[src/rtl/ptw_pkg.sv]
// Package ptw_pkg
// Holds the access and fault encodings and the bit positions inside a
// translation entry. All walker modules share it.
// Assumes a 32-bit entry with the physical page number in its top bits.
package ptw_pkg;

    localparam int PTE_W     = 32;

    localparam int BIT_RD    = 0;
    localparam int BIT_WR    = 1;
    localparam int BIT_REF   = 2;
    localparam int BIT_DIRTY = 3;
    localparam int BIT_VALID = 4;
    localparam int BIT_EX    = 5;

    typedef enum logic [1:0] {
        ACC_READ  = 2'd0,
        ACC_WRITE = 2'd1,
        ACC_EXEC  = 2'd2,
        ACC_RSVD  = 2'd3
    } acc_e;

    typedef enum logic [1:0] {
        FLT_NONE  = 2'd0,
        FLT_LIMIT = 2'd1,
        FLT_PAGE  = 2'd2,
        FLT_PROT  = 2'd3
    } flt_e;

endpackage

[src/rtl/ptw_addr_gen.sv]
// Module ptw_addr_gen
// Purely combinational. Forms the byte address of a translation entry and
// flags a page number that lies above the limit.
// Assumes entries of 2**PTE_LOG2 bytes and a table base of VA_W bits.
module ptw_addr_gen #(
    parameter int VA_W      = 32,
    parameter int PAGE_BITS = 12,
    parameter int PTE_LOG2  = 2,
    localparam int VPN_W    = VA_W - PAGE_BITS
) (
    input  logic [VA_W-1:0]  vaddr,
    input  logic [VA_W-1:0]  base,
    input  logic [VPN_W-1:0] limit,
    output logic [VA_W-1:0]  pte_addr,
    output logic             over_limit
);

    logic [VPN_W-1:0] vpn;

    // Split the page number off and scale it by the entry size.
    always_comb begin
        vpn        = vaddr[VA_W-1:PAGE_BITS];
        pte_addr   = base + (VA_W'(vpn) << PTE_LOG2);
        over_limit = (vpn > limit);
    end

endmodule

[src/rtl/ptw_pte_check.sv]
// Module ptw_pte_check
// Purely combinational. Decides whether an entry allows the requested
// access, and builds the entry with its usage bits brought up to date.
// Assumes the bit positions from ptw_pkg. The caller skips the write-back
// whenever a fault is reported.
module ptw_pte_check
    import ptw_pkg::*;
(
    input  logic [PTE_W-1:0] entry,
    input  logic [1:0]       acc,
    output logic [1:0]       fault,
    output logic [PTE_W-1:0] upd,
    output logic             wb_need
);

    logic allowed;

    // Choose the permission bit that matches the access type.
    always_comb begin
        case (acc_e'(acc))
            ACC_READ:  allowed = entry[BIT_RD];
            ACC_WRITE: allowed = entry[BIT_WR];
            ACC_EXEC:  allowed = entry[BIT_EX];
            default:   allowed = 1'b0;
        endcase
    end

    // Rank faults and build the refreshed entry.
    always_comb begin
        if (!entry[BIT_VALID])  fault = FLT_PAGE;
        else if (!allowed)      fault = FLT_PROT;
        else                    fault = FLT_NONE;
        upd          = entry;
        upd[BIT_REF] = 1'b1;
        if (acc_e'(acc) == ACC_WRITE) upd[BIT_DIRTY] = 1'b1;
        wb_need = (fault == FLT_NONE) && (upd != entry);
    end

endmodule

[src/rtl/ptw_walker.sv]
// Module ptw_walker (top)
// Walks a single-level table: limit check, one entry read, permission
// check, and an optional write-back of the reference and dirty bits.
// Assumes a memory that answers every one-cycle mem_req with exactly one
// mem_ack pulse. Only one walk is open at a time.
module ptw_walker
    import ptw_pkg::*;
#(
    parameter int VA_W      = 32,
    parameter int PAGE_BITS = 12,
    parameter int PTE_LOG2  = 2,
    localparam int VPN_W    = VA_W - PAGE_BITS
) (
    input  logic             clk,
    input  logic             rst_n,
    input  logic             req_valid,
    output logic             req_ready,
    input  logic [VA_W-1:0]  req_vaddr,
    input  logic [1:0]       req_acc,
    input  logic [VA_W-1:0]  req_base,
    input  logic [VPN_W-1:0] req_limit,
    output logic             mem_req,
    output logic             mem_we,
    output logic [VA_W-1:0]  mem_addr,
    output logic [PTE_W-1:0] mem_wdata,
    input  logic             mem_ack,
    input  logic [PTE_W-1:0] mem_rdata,
    output logic             rsp_valid,
    output logic [PTE_W-1:0] rsp_paddr,
    output logic [1:0]       rsp_fault
);

    typedef enum logic [2:0] {
        S_IDLE, S_RD, S_RWAIT, S_WR, S_WWAIT, S_RESP
    } st_e;

    st_e                  state;
    logic [VA_W-1:0]      pte_addr_w;
    logic                 over_limit_w;
    logic [1:0]           chk_fault;
    logic [PTE_W-1:0]     chk_upd;
    logic                 chk_wb;
    logic [VA_W-1:0]      pte_addr_q;
    logic [PAGE_BITS-1:0] off_q;
    logic [1:0]           acc_q;
    logic [PTE_W-1:0]     upd_q;
    logic [PTE_W-1:0]     paddr_q;
    logic [1:0]           fault_q;

    ptw_addr_gen #(
        .VA_W      (VA_W),
        .PAGE_BITS (PAGE_BITS),
        .PTE_LOG2  (PTE_LOG2)
    ) i_addr (
        .vaddr      (req_vaddr),
        .base       (req_base),
        .limit      (req_limit),
        .pte_addr   (pte_addr_w),
        .over_limit (over_limit_w)
    );

    ptw_pte_check i_chk (
        .entry   (mem_rdata),
        .acc     (acc_q),
        .fault   (chk_fault),
        .upd     (chk_upd),
        .wb_need (chk_wb)
    );

    // Sequence the walk and hold the captured request and the result.
    always_ff @(posedge clk) begin
        if (!rst_n) begin
            state      <= S_IDLE;
            pte_addr_q <= '0;
            off_q      <= '0;
            acc_q      <= '0;
            upd_q      <= '0;
            paddr_q    <= '0;
            fault_q    <= '0;
        end else begin
            case (state)
                S_IDLE: if (req_valid) begin
                    pte_addr_q <= pte_addr_w;
                    off_q      <= req_vaddr[PAGE_BITS-1:0];
                    acc_q      <= req_acc;
                    if (over_limit_w) begin
                        fault_q <= FLT_LIMIT;
                        paddr_q <= '0;
                        state   <= S_RESP;
                    end else begin
                        state   <= S_RD;
                    end
                end
                S_RD:    state <= S_RWAIT;
                S_RWAIT: if (mem_ack) begin
                    fault_q <= chk_fault;
                    upd_q   <= chk_upd;
                    paddr_q <= (chk_fault == FLT_NONE)
                             ? {mem_rdata[PTE_W-1:PAGE_BITS], off_q} : '0;
                    state   <= chk_wb ? S_WR : S_RESP;
                end
                S_WR:    state <= S_WWAIT;
                S_WWAIT: if (mem_ack) state <= S_RESP;
                default: state <= S_IDLE;
            endcase
        end
    end

    // Drive the handshake, memory and response ports from the state.
    always_comb begin
        req_ready = (state == S_IDLE);
        mem_req   = (state == S_RD) || (state == S_WR);
        mem_we    = (state == S_WR);
        mem_addr  = pte_addr_q;
        mem_wdata = upd_q;
        rsp_valid = (state == S_RESP);
        rsp_paddr = paddr_q;
        rsp_fault = fault_q;
    end


    one_walk_chk: assert property (@(posedge clk) disable iff (!rst_n)
        req_valid && req_ready |=> !req_ready);


    rsp_pulse_chk: assert property (@(posedge clk) disable iff (!rst_n)
        rsp_valid |=> !rsp_valid);


    wb_ref_chk: assert property (@(posedge clk) disable iff (!rst_n)
        mem_req && mem_we |-> mem_wdata[BIT_REF] && mem_wdata[BIT_VALID]);


    fault_zero_chk: assert property (@(posedge clk) disable iff (!rst_n)
        rsp_valid && (rsp_fault != FLT_NONE) |-> rsp_paddr == '0);


    mem_busy_chk: assert property (@(posedge clk) disable iff (!rst_n)
        mem_req |-> !req_ready && !rsp_valid);

endmodule

[config.mk]
export PLATFORM = sky130hd
export DESIGN_NAME = ptw_walker
export DESIGN_NICKNAME = d
export VERILOG_FILES = /design/src/rtl/ptw_pkg.sv /design/src/rtl/ptw_addr_gen.sv /design/src/rtl/ptw_pte_check.sv /design/src/rtl/ptw_walker.sv
export SDC_FILE = /design/constraint.sdc
export NUM_CORES = 1
export LEC_CHECK = 0
export ABC_AREA = 1
export BUFFER_PORTS_ARGS = -buffer_cell sky130_fd_sc_hd__buf_2
export CAP_MARGIN = 20
export CELL_PAD_IN_SITES_DETAIL_PLACEMENT = 1
export CELL_PAD_IN_SITES_GLOBAL_PLACEMENT = 1
export CORE_ASPECT_RATIO = 2
export CORE_UTILIZATION = 25
export CTS_CLUSTER_DIAMETER = 30
export DETAILED_ROUTE_END_ITERATION = 7
export PLACE_DENSITY_LB_ADDON = 0.1
export SETUP_SLACK_MARGIN = 0.5
export SLEW_MARGIN = 20
export SYNTH_ARGS = -nofsm -noshare
export SYNTH_HDL_FRONTEND = slang
export SYNTH_SLANG_ARGS = --single-unit
[constraint.sdc]
create_clock -name clk -period 3.36 [get_ports clk]
set_clock_uncertainty 0.15 [all_clocks]
set_input_delay 0.504 -clock clk [delete_from_list [all_inputs] [get_ports clk]]
set_output_delay 0.504 -clock clk [all_outputs]
set_load 0.05 [all_outputs]
---- Word level (Yosys, flattened, before mapping) ----
Cells that the tools add are included.
storage, ports and cells
  RAM bits ................................ 0
  bits in latches ......................... 0
  word-level logic and storage cells ...... 50
  memories ................................ 0
  bits of input ports ..................... 122
  register bits ........................... 115
  ROM bits ................................ 0
cells by class
  order comparisons ....................... 1
  bitwise gates (word level) .............. 0
  reduce and logical (&&, ||, !) cells .... 10
  shift operators ......................... 0
  add/subtract/negate cells ............... 1
  multipliers ............................. 0
  muxes and demuxes ....................... 19
  equal/unequal tests ..................... 12
  div/mod/pow operators ................... 0
operators with widths
  cell                                           number
  2-to-1 mux 32 bit                              4
  one-hot mux 32 bit (2 select lines)            1
  adder 32 x 22 -> 32 bit                        1
  > comparator 20 bit                            1
  2-to-1 mux 3 bit                               5
  one-hot mux 3 bit (5 select lines)             1
  2-to-1 mux 2 bit                               5
  == test 3 x 2 -> 1 bit, second input constant  2
  == test 3 bit, second input constant           2
  != test 2 bit, second input constant           3
  zero test 2 bit                                2
  one-hot mux 2 bit (2 select lines)             1
  AND reduction 2 bit                            2
  AND reduction 4 bit                            1
  == test 3 x 1 -> 1 bit, second input constant  1
  zero test 3 bit                                1
  one-hot mux 1 bit (3 select lines)             1
  AND reduction 3 bit                            1
  == test 2 x 1 -> 1 bit, second input constant  1
  == test 2 bit, second input constant           1
  != test 2 x 1 -> 1 bit, second input constant  1
  != test 2 bit                                  1
  nonzero test 2 bit                             1
  logical AND 1 bit                              1
  other kinds (2)                                2

---- Longest topological paths before layout ----
  word-level depth ........................ 9
  mapped depth ............................ 14
  mapped depth without buffers ............ 14

---- Cells and area by module ----
Synthesis repeated with hierarchy kept, for this count alone.
unflattened totals
  cells, all modules ...................... 1130
  area, all modules ....................... 7400.8 sq um
by module, submodules not included
  module         cells an instance  instances  seq. area each (sq um)  area each (sq um)
  ptw_walker     611                1          2302.2                  4629.4
  ptw_addr_gen   472                1          0.0                     2462.4
  ptw_pte_check  47                 1          0.0                     309.0

---- Worst setup path after synthesis ----
No wires, ideal clock.
  kind .................................... register to output
  start point ............................. register state[1]
  end point ............................... output mem_we
  cell stages (with the launch flop) ...... 3
  buffers on the path ..................... 0
  required time ........................... 2.706 ns
  data arrival time ....................... 1.571 ns
  slack ................................... 1.135 ns
  path through ............................ dfxtp_1 > inv_1 > nor3_1
between the ends
  longest elaborated chain between the ends .. 1
ends and longest elaborated chain
  element                 RTL line           source
  from (decl)             ptw_walker.sv:37   st_e state;
  from (signal assigned)  ptw_walker.sv:100  state <= chk_wb ? S_WR : S_RESP;
  == test 3 x 2 -> 1 bit  ptw_walker.sv:113  mem_we = (state == S_WR);
  to (decl)               ptw_walker.sv:23   output logic mem_we,
No other way between the ends.

---- Worst setup path after layout ----
  start point ............................. input req_vaddr[31]
  end point ............................... register fault_q[0] (netlist: rsp_fault[0])
between the ends
  longest elaborated chain between the ends .. 3
ends and longest elaborated chain
  element                                  RTL line            source
  from (decl)                              ptw_walker.sv:18    input logic [VA_W-1:0] req_vaddr,
  > comparator 20 bit                      ptw_addr_gen.sv:24  over_limit = (vpn > limit);
  != test 2 x 1 -> 1 bit (no source line)  n/a
  AND reduction 4 bit (no source line)     n/a
  to (signal assigned)                     ptw_walker.sv:96    fault_q <= chk_fault;
  to (decl)                                ptw_walker.sv:48    logic [1:0] fault_q;
No other way between the ends.
A chain may end at the register's enable or synchronous reset.

==> implementation parameters <==
Parameter                              Value

Outcome
  Outcome ... finished clean

Synth
  Seq/Total Area, Yosys ... 0.345
  Total standard cell area after synthesis ... 0.00667 mm²
  Number of enable-type register cells in the synthesized netlist ... 0
  Synthesis Warnings ... 0
  Mean instance size in the synthesized netlist ... 6.71 µm²
  Syn nets ... about 1200
  Top cell type by total area after synthesis ... sky130_fd_sc_hd__dfxtp_1
  Leading post-synthesis cells by cell area ... sky130_fd_sc_hd__dfxtp_1 (35%), sky130_fd_sc_hd__nand2_1 (14%), sky130_fd_sc_hd__ha_1 (7.5%)
  Distinct cell type count of the synthesized netlist ... 37
  Synth cell count leaders ... sky130_fd_sc_hd__nand2_1 (253), sky130_fd_sc_hd__inv_1 (127), sky130_fd_sc_hd__dfxtp_1 (115)
  Share of Yosys cell area claimed by the top area cell type ... 0.345
  Top flip-flop cell by instance count after synthesis ... sky130_fd_sc_hd__dfxtp_1
  Async S/R FF share, synth ... 0
  Most common cell in the synthesized netlist ... sky130_fd_sc_hd__nand2_1
  Yosys reg bits ... 115
  Post-synthesis cell count ... 993

Floorplanning
  Top Ports ... 224
  Placeable core region ... 0.0263 mm²
  Initial Util ... 0.254
  Die area ... 0.0274 mm²
  Die boundary height ... around 230 µm
  Core Rows ... 84
  Width of the chip ... 117 µm

Worst setup path
  Critical path fanouts, max ... 34
  Startpoint of the most critical register-to-register path ... state[2]
  Critical R2R Capture ... mem_addr[29]
  Required time at the worst-slack endpoint ... 3.53 ns
  Largest stage delay on the critical path ... 0.35 ns
  Cell-by-cell trace of the critical path ... buf_2 -> ha_1 -> nand2_1 -> inv_1 -> nand2_1 -> nand2_1 -> a21oi_1 -> nand3_1 -> nand3_2 -> buf_4 -> nand2_1 -> o21ai_0 -> inv_1
  Critical path's slowest cell ... sky130_fd_sc_hd__buf_4
  Register-to-register setup slack ... ~1.3 ns
  Most Frequent Cell on Critical Path ... sky130_fd_sc_hd__nand2_1
  FF-to-FF path depth ... 8
  Category of the most critical setup path ... in -> reg
  Critical Path Start ... req_vaddr[31]
  Sort of element at the end of the critical path ... flop
  Type of element launching the critical path ... input port
  Critical path data arrival time ... 2.52 ns

Cells and area
  Area growth from synthesis to layout ... 30.7%
  Number of filler cells placed in the layout ... 3461
  Post-layout net count ... roughly 1400
  Antenna cells ... 0
  Cell area after layout ... 0.00871 mm²
  Proportion of layout cells with a drive suffix above 1 ... 0.238

Timing
  Worst slew pin tran ... 0.568 ns
  Number of pins exceeding their max-slew limit in the final report ... 0
  Highest achievable clock rate ... about 0.43 GHz
  Setup repair after global routing missed its margin ... no
  Post-layout minimum cycle time ... around 2.3 ns
  Post-route setup slack ... around 1 ns
  Final number of hold-violating endpoints ... 0
  Fin crit share ... 0.699
  Worst relative slew slack ... 0.621
  Setup TNS Final ... 0 ns
  Setup violators final ... 0

Power and ir drop
  Total chip power ... 5910 µW
  Power share of the clock group ... 0.333
  Power Density ... 678 mW/mm²
  Fraction of power consumed by sequential logic ... 0.294
  P_int ... 3430 µW
  Sw Share ... 0.419
  Leakage ... 0.00467 µW
  Part of the total power dissipated in combinational logic ... 0.373
  Largest voltage drop on the vdd net ... 367 µV
  Net switching component of the power ... 2480 µW

Detailed routing
  DR iter-0 viols ... 275
  Avg Vias per Cell ... 4.58
  Total wire length after detailed routing ... 26.3 mm
  ANT nets after route ... 0
  Total iterations of the first detailed-routing run ... 5
  Number of remaining DRC errors ... 0
  Detailed-route via count ... between 7000 and 8000
  Wire length per cell ... 16.8 µm

Worst hold path
  Worst min path class ... in -> reg
  HP Start ... mem_rdata[9]
  Worst hold path cell count ... 3
  Min-Delay Endpoint ... mem_wdata[9]

Clock network
  Number of buffers created by CTS ... 17
  Clock latency of the later-clocked register in the worst-skew pair ... 0.42 ns
  CTS clock-pin slew for the worst setup and hold paths ... around 0.06 ns
  CTS tree ... yes
  Max Root-Sink Buffers ... 2
  Post-CTS setup buffers ... 0
  Total number of clock tree sinks ... 115
  Hold buffer count at CTS ... 0
  Clk Tree Root Cell ... sky130_fd_sc_hd__clkbuf_16
  # H-tree levels ... 4
  Number of cells upsized or downsized after cts ... 0

Flow run
  Max-cap check violation count ... 0

Global routing
  Vias in the first global route ... 7463
  Number of antenna violations at the first check in global routing ... 0
  Sum of overflow across all layers after global routing ... 0
  Global-route usage over all layers ... 0.196
  Global-route wire length before repair ... 40.2 mm
  Maximum number of pins on one net before global-route repair ... 50

Placement
  Port buffer count ... between 200 and 250
  Routability-driven placement congestion ratio ... between 0.8 and 0.9
  Post-DP HPWL ... 21.1 mm
  Total placed instance area ... 0.00808 mm²
  Worst setup timing slack at the placement stage ... 0.499 ns
## layout by cell type, fill, tap and decap left out, drive strengths merged
cell type / netlist / layout
ha: 40 / 40
nand4: 12 / 12
and2: 2 / 2
o31ai: 1 / 1
clkbuf: 14 / 19
dfxtp: 115 / 115
o211ai: 2 / 2
nor3: 9 / 9
nand2: 262 / 262
xor2: 8 / 8
a21o: 1 / 1
o21ai: 60 / 60
nor4: 3 / 3
fa: 1 / 1
o21bai: 9 / 9
nand3: 86 / 86
buf: 23 / 236
o21a: 17 / 17
nor2: 109 / 109
a21boi: 1 / 1
clkinvlp: 0 / 3
inv: 132 / 134
xnor2: 2 / 2
o22ai: 1 / 1
bufinv: 0 / 4
a21oi: 83 / 83
clkinv: 0 / 3
## cell type report
| class | instances | area [µm²] | share of cell area |
|---|---|---|---|
| Clock buffer | 19 | 453 | 0.0520 |
| Tap cell | 344 | 430 | 0.0494 |
| Multi-Input combinational cell | 709 | 3640 | 0.417 |
| Sequential cell | 115 | 2300 | 0.264 |
| Inverter | 132 | 500 | 0.0574 |
| Timing Repair Buffer | 236 | 1210 | 0.139 |
| Clock inverter | 12 | 179 | 0.0205 |
## power groups by stage
stage | Sequential, µW | Combinational (µW) | Clock, µW
2_1_floorplan | 2370 | 1010 | 0
3_3_place_gp | 1760 | 2240 | 0
3_5_place_dp | 1770 | 2250 | 0
4_1_cts | 1740 | 2260 | 2030
5_1_grt | 1760 | 2420 | 2080
6_report | 1740 | 2200 | 1970
## logic make-up (layout without fill, tap and decap cells)
family	after synthesis	after routing	synth area share
and+or+nand+nor	483	483	0.310
DFF	115	115	0.345
AOI/OAI and AO/OA	175	175	0.144
adders and majority gates	41	41	0.0781
buffers and inverters	169	399	0.109
xor gates and xnor gates	10	10	0.0131
## stage by stage
| step | utilization | cells | hold slack, ns |
|---|---|---|---|
| floorplan | - | 993 | 0.293 |
| global placement | 0.308 | 1536 | 0.296 |
| detailed placement | 0.308 | 1536 | 0.306 |
| CTS | 0.332 | 1567 | 0.134 |
| global route | 0.332 | 1567 | 0.154 |
| finish | 0.332 | 1567 | 0.154 |
## registers in the layout (all words and copies together) (netlist names)
name / count
acc_q: 2
state: 3
mem_addr: 32
rsp_fault: 2
off_q: 12
rsp_paddr: 32
mem_wdata: 32
## how the worst max path moves through the flow
stage	endpoint	slack, ns	depth (start not counted)
2_1_floorplan	mem_we	1.14	2
4_1_cts	rsp_fault[0]	0.95	13
6_report	rsp_fault[0]	1.01	13
3_5_place_dp	rsp_fault[0]	0.50	13
5_1_grt	rsp_fault[0]	0.77	13
3_3_place_gp	rsp_fault[0]	0.52	13
## worst max-delay path: cells and delay by family
| family | cells | cell delay, ns |
|---|---|---|
| fa+ha+maj | 1 | 0.30 |
| buf+inv | 4 | 0.56 |
| simple gates | 6 | 0.65 |
| compound gates | 2 | 0.49 |
## per-layer routing
layer | vias up | GRT usage | part of all wire
met4 | 0 | 0.112 | 0.048
met5 | - | 0 | 0
li1 | 3625 | - | -
met1 | 3332 | 0.169 | 0.33
met2 | 172 | 0.413 | 0.59
met3 | 46 | 0.0309 | 0.029
Note: power is estimated with default switching activity, not from simulation.
